[src/rtl/uld_pkg.sv]
package uld_pkg;
  // width needed to hold a count from 0 up to and including lim
  function automatic int cnt_width(input int lim);
    return (lim < 1) ? 1 : $clog2(lim + 1);
  endfunction
endpackage

[src/rtl/uld_qualify.sv]
module uld_qualify #(
  parameter int NUM_CH = 3
) (
  input  logic [NUM_CH-1:0] flag_i,
  input  logic [NUM_CH-1:0] on_i,
  input  logic [NUM_CH-1:0] latched_i,
  output logic [NUM_CH-1:0] act_o,
  output logic              any_act_o
);
  // a channel counts only while driven and not already latched off
  for (genvar g = 0; g < NUM_CH; g++) begin : g_ch
    assign act_o[g] = flag_i[g] & on_i[g] & ~latched_i[g];
  end
  assign any_act_o = |act_o;
endmodule

[src/rtl/uld_shared_timer.sv]
module uld_shared_timer #(
  parameter int DELAY_CYC = 350
) (
  input  logic clk,
  input  logic rst,
  input  logic restart_i,
  input  logic any_act_i,
  output logic elapsed_o
);
  localparam int CW = uld_pkg::cnt_width(DELAY_CYC);
  localparam logic [CW-1:0] LIMIT = CW'(DELAY_CYC);

  logic [CW-1:0] cnt_q;

  always_ff @(posedge clk) begin
    if (rst || restart_i)  cnt_q <= '0;
    else if (!any_act_i)   cnt_q <= '0;
    else if (cnt_q != LIMIT) cnt_q <= cnt_q + 1'b1;
  end

  assign elapsed_o = (cnt_q == LIMIT);

  p_cnt_bound_r3: assert property (@(posedge clk) disable iff (rst)
    cnt_q <= LIMIT);

  p_idle_restart_r4: assert property (@(posedge clk) disable iff (rst)
    !any_act_i |=> cnt_q == '0);

  p_count_step_r5: assert property (@(posedge clk) disable iff (rst)
    (any_act_i && !restart_i && cnt_q != LIMIT) |=> cnt_q == $past(cnt_q) + 1'b1);
endmodule

[src/rtl/uld_latch_bank.sv]
module uld_latch_bank #(
  parameter int NUM_CH = 3
) (
  input  logic              clk,
  input  logic              rst,
  input  logic              clr_i,
  input  logic              elapsed_i,
  input  logic              shdn_en_i,
  input  logic [NUM_CH-1:0] act_i,
  output logic              stat_o,
  output logic [NUM_CH-1:0] latch_o
);
  logic              stat_q;
  logic [NUM_CH-1:0] latch_q;
  logic              fire;

  assign fire = elapsed_i & (|act_i);

  always_ff @(posedge clk) begin
    if (rst || clr_i) stat_q <= 1'b0;
    else if (fire)    stat_q <= 1'b1;
  end

  for (genvar g = 0; g < NUM_CH; g++) begin : g_lat
    always_ff @(posedge clk) begin
      if (rst || clr_i) latch_q[g] <= 1'b0;
      else if (elapsed_i && act_i[g] && shdn_en_i) latch_q[g] <= 1'b1;
    end

    p_latch_hold_r6: assert property (@(posedge clk) disable iff (rst)
      (latch_q[g] && !clr_i) |=> latch_q[g]);
  end

  assign stat_o  = stat_q;
  assign latch_o = latch_q;

  p_clear_r9: assert property (@(posedge clk) disable iff (rst)
    clr_i |=> (!stat_q && latch_q == '0));

  p_latch_implies_stat_r6: assert property (@(posedge clk) disable iff (rst)
    (latch_q != '0) |-> stat_q);
endmodule

[src/rtl/uld_detect_top.sv]
module uld_detect_top #(
  parameter int NUM_CH    = 3,
  parameter int DELAY_CYC = 350
) (
  input  logic              clk,
  input  logic              rst,
  input  logic [NUM_CH-1:0] uld_flag_i,
  input  logic [NUM_CH-1:0] drv_on_i,
  input  logic              shdn_en_i,
  input  logic              clr_i,
  output logic              uld_stat_o,
  output logic [NUM_CH-1:0] latch_off_o
);
  logic [NUM_CH-1:0] act;
  logic              any_act;
  logic              elapsed;

  uld_qualify #(.NUM_CH(NUM_CH)) qual_i (
    .flag_i(uld_flag_i), .on_i(drv_on_i), .latched_i(latch_off_o),
    .act_o(act), .any_act_o(any_act));

  uld_shared_timer #(.DELAY_CYC(DELAY_CYC)) tmr_i (
    .clk(clk), .rst(rst), .restart_i(clr_i),
    .any_act_i(any_act), .elapsed_o(elapsed));

  uld_latch_bank #(.NUM_CH(NUM_CH)) bank_i (
    .clk(clk), .rst(rst), .clr_i(clr_i), .elapsed_i(elapsed),
    .shdn_en_i(shdn_en_i), .act_i(act),
    .stat_o(uld_stat_o), .latch_o(latch_off_o));

  p_stat_cause_r2: assert property (@(posedge clk) disable iff (rst)
    $rose(uld_stat_o) |-> $past(|(uld_flag_i & drv_on_i) && !clr_i));

  for (genvar g = 0; g < NUM_CH; g++) begin : g_chk
    p_latch_cause_r6: assert property (@(posedge clk) disable iff (rst)
      $rose(latch_off_o[g]) |-> $past(shdn_en_i && drv_on_i[g] && uld_flag_i[g]));
  end
endmodule

[config.mk]
export PLATFORM = sky130hd
export DESIGN_NAME = uld_detect_top
export DESIGN_NICKNAME = d
export VERILOG_FILES = /design/src/rtl/uld_pkg.sv /design/src/rtl/uld_qualify.sv /design/src/rtl/uld_shared_timer.sv /design/src/rtl/uld_latch_bank.sv /design/src/rtl/uld_detect_top.sv
export SDC_FILE = /design/constraint.sdc
export NUM_CORES = 1
export LEC_CHECK = 0
export ABC_CLOCK_PERIOD_IN_PS = 1900
export BUFFER_PORTS_ARGS = -buffer_cell sky130_fd_sc_hd__buf_2
export CELL_PAD_IN_SITES_DETAIL_PLACEMENT = 0
export CELL_PAD_IN_SITES_GLOBAL_PLACEMENT = 1
export CORE_MARGIN = 2
export CORE_UTILIZATION = 36
export CTS_BUF_LIST = sky130_fd_sc_hd__clkbuf_4 sky130_fd_sc_hd__clkbuf_8
export DETAILED_ROUTE_END_ITERATION = 7
export HOLD_SLACK_MARGIN = 0.08
export PLACE_DENSITY = 0.74
export REMOVE_ABC_BUFFERS = 1
export SYNTH_ARGS = -nofsm -noshare
export SYNTH_HDL_FRONTEND = slang
export SYNTH_HIERARCHICAL = 1
export SYNTH_SLANG_ARGS = --single-unit
export TNS_END_PERCENT = 30
[constraint.sdc]
create_clock -name clk -period 1.9 [get_ports clk]
set_input_delay 0 -clock clk [delete_from_list [all_inputs] [get_ports clk]]
set_output_delay 0 -clock clk [all_outputs]
set_load 0.01 [all_outputs]
==> impl_results.md <==
* Max-cap violation count at 0
* Distinct cells, synth at 28
* Ys flop type: dfxtp_1
* Reg-to-Reg End: tmr_i/cnt_q[1]
* Drt total wl at 1510 um
* Overall routing resource usage at 0.151
* Run status: finished clean
* TritonCTS clock tree: yes
* RSZ-0062 raised after global routing: no
* Clock root cell: clkbuf_4
* Synth area leader: dfxtp_1
* Area growth, synth to finish at 23.4%
* Seq pwr share at 0.555
* R2r startpoint: tmr_i/cnt_q[5]
* IO Pins at 14
* Power per Cell Area at 588 mW/mm2
* Setup WS post-layout at 418 ps
* Wire length per cell at 12.4 um
* P_leak at 0.342 nW
* Final hold slack at 170 ps
* Reg2Reg Depth at 3
* I/O Buffers at 13
* GRT overflow at 0
* CP max FO at 8
* Worst Tran Pin Value at 391 ps
* Avg Vias per Cell at 5.41
* Vias at 660
* Setup TNS at 0 ps
* Cell count after synthesis at 77
* Peak supply drop at 0.000331 V
* Post-synth EDFFs at 0
* Worst EP arrival at 1670 ps
* Worst Path Required at 2090 ps
* Ranking of synthesized cells by area: dfxtp_1, nand3b_4, a31oi_1
* Critical Path Sink Type: flop
* Most frequent cell after synthesis: dfxtp_1
* Tot Pwr at 497 uW
* Pint at 389 uW
* Post-layout nets at 110
* Max Clk Rate at 0.675 GHz
* Initial antenna violation count at 0
* Antenna Nets Post-Route at 0
* Post-DP HPWL at 1130 um
* TritonRoute pass-1 iters at 4
* 1st-iter DRT viols at 15
* First-pass GRT wire length at 2330 um
* Cts repair resizes at 0
* Hold Path Stages at 5
* Clk slew on worst S/H paths at 80 ps
* GP Congestion at 0.703
* Clk sinks at 13
* Latest clock arrival within the worst-skew pair at 270 ps
* Final period util at 0.780
* Sequential area share after synthesis at 0.380
* Clock Skew at 1.56 ps
* Critical path startpoint category: flop
* Async S/R FF share, synth at 0
* Synth Cell Area at 686 um2
* Core area at 0.00176 mm2
* Endpoints failing hold at 0
* Number of synthesized register bits at 13
* Crit path time final at 1480 ps
* Rows at 15
* Slew Viols, Final at 0
* TritonCTS Buffers at 3
* Final setup vio count at 0
* Setup Crit Path Kind: reg -> reg
* Comb pwr share at 0.080
* R2R Setup Slk at 420 ps
* Slew headroom at 0.739
* Synth top area share at 0.380
* Drt drc at 0
* Sw frac at 0.217
* Height of the die at 47.6 um
* Clock buffer depth at 2
* Mean Syn Cell Area at 8.90 um2
* Largest net degree at the start of global routing at 12
* Die Span X at 47.6 um
* Fill cells at 180
* Hold EP: bank_i/latch_o[1]
* Die area at 0.00227 mm2
* Clock power share at 0.364
* Worst Hold Launch: uld_flag_i[1]
* Layout cells sized above 1 at 0.247
* Number of global-route vias before repair at 597
* Ant diodes at 0
* Initial Utilization at 0.389
* Sw Pwr at 108 uW
* Worst hold path type: in -> reg
* DP Worst Slack at 429 ps
* YS warnings at 6
* # H-tree levels at 1
* Post-synth top cells: dfxtp_1, a31oi_1, nand2_1, nor3_1, o21ai_0
[state kept, by name, summed over array words and instances, names as in the netlist]
register,flops
bank_i/latch_o,3
bank_i/stat_o,1
tmr_i/cnt_q,9
[cell type report]
| type | count | area, um2 | area share |
|---|---|---|---|
| well taps | 25 | 31.3 | 0.0370 |
| repair buffers | 17 | 103 | 0.121 |
| clock buffers | 4 | 30.0 | 0.0355 |
| flip-flops and latches | 13 | 260 | 0.308 |
| inverters | 4 | 15.0 | 0.0178 |
| multi-input cells | 59 | 407 | 0.481 |
[how the worst max path moves through the flow]
stage	from	to	slack [ps]	depth (start not counted)
finish	tmr_i/cnt_q[5]	tmr_i/cnt_q[1]	420	3
global route	tmr_i/cnt_q[5]	tmr_i/cnt_q[1]	350	3
CTS	tmr_i/cnt_q[5]	tmr_i/cnt_q[1]	400	3
detailed placement	tmr_i/cnt_q[5]	tmr_i/cnt_q[1]	430	3
global placement	tmr_i/cnt_q[5]	tmr_i/cnt_q[1]	450	3
floorplan	tmr_i/cnt_q[5]	tmr_i/cnt_q[1]	530	3
[power by group through the flow]
stage | logic (mW) | clock network (mW) | registers (mW)
5_1_grt | 0.0446 | 0.207 | 0.277
3_3_place_gp | 0.0354 | 0 | 0.282
6_report | 0.0399 | 0.181 | 0.276
3_5_place_dp | 0.0356 | 0 | 0.282
4_1_cts | 0.0404 | 0.194 | 0.276
2_1_floorplan | 0.0169 | 0 | 0.282
[layer usage]
| metal | up-vias | global-route usage | part of all wire |
|---|---|---|---|
| li1 | 335 | - | - |
| met3 | 4 | 0.0226 | 0.095 |
| met4 | 0 | 0.0973 | 0.011 |
| met1 | 290 | 0.155 | 0.39 |
| met5 | - | 0 | 0 |
| met2 | 31 | 0.281 | 0.50 |
[cell usage in the layout, fill, tap and decap left out, drive strengths merged]
| master | instances |
|---|---|
| a211oi | 2 |
| a21oi | 4 |
| a31oi | 6 |
| and2 | 1 |
| and3 | 1 |
| and4b | 1 |
| and4bb | 1 |
| buf | 14 |
| clkbuf | 4 |
| dfxtp | 13 |
| dlygate4sd3 | 3 |
| ha | 2 |
| inv | 4 |
| mux2i | 1 |
| nand2 | 5 |
| nand2b | 1 |
| nand3 | 3 |
| nand3b | 2 |
| nand4 | 3 |
| nand4b | 1 |
| nor2 | 3 |
| nor3 | 5 |
| nor3b | 1 |
| nor4 | 4 |
| o211ai | 1 |
| o21ai | 5 |
| o31a | 1 |
| or3 | 4 |
| or3b | 1 |
[critical path, cell delays in order, from the launching register on]
cell      delay (ps)
dfxtp_1          380
or3b_4           440
or3_4            340
a211oi_1         230
[per-stage QoR]
step,instances,instance area [um2],util
final,122,846,0.479
after CTS,122,846,0.479
after detailed placement,115,786,0.445
after floorplan,76,682,-
after global placement,115,786,0.445
after global routing,122,846,0.479
[repair_timing]
item	CTS	global route
setup buffers	0	0
endpoints found under the hold margin	4	0
hold buffers	3	0
[cells by family after synthesis]
group                      share of synthesized area
buffers and inverters                         0.0274
DFF                                            0.380
adders and majority gates                     0.0365
and+or+nand+nor                                0.369
AOI/OAI and AO/OA                              0.173
muxes                                         0.0146
No activity file was read; power rests on OpenSTA's default activity.
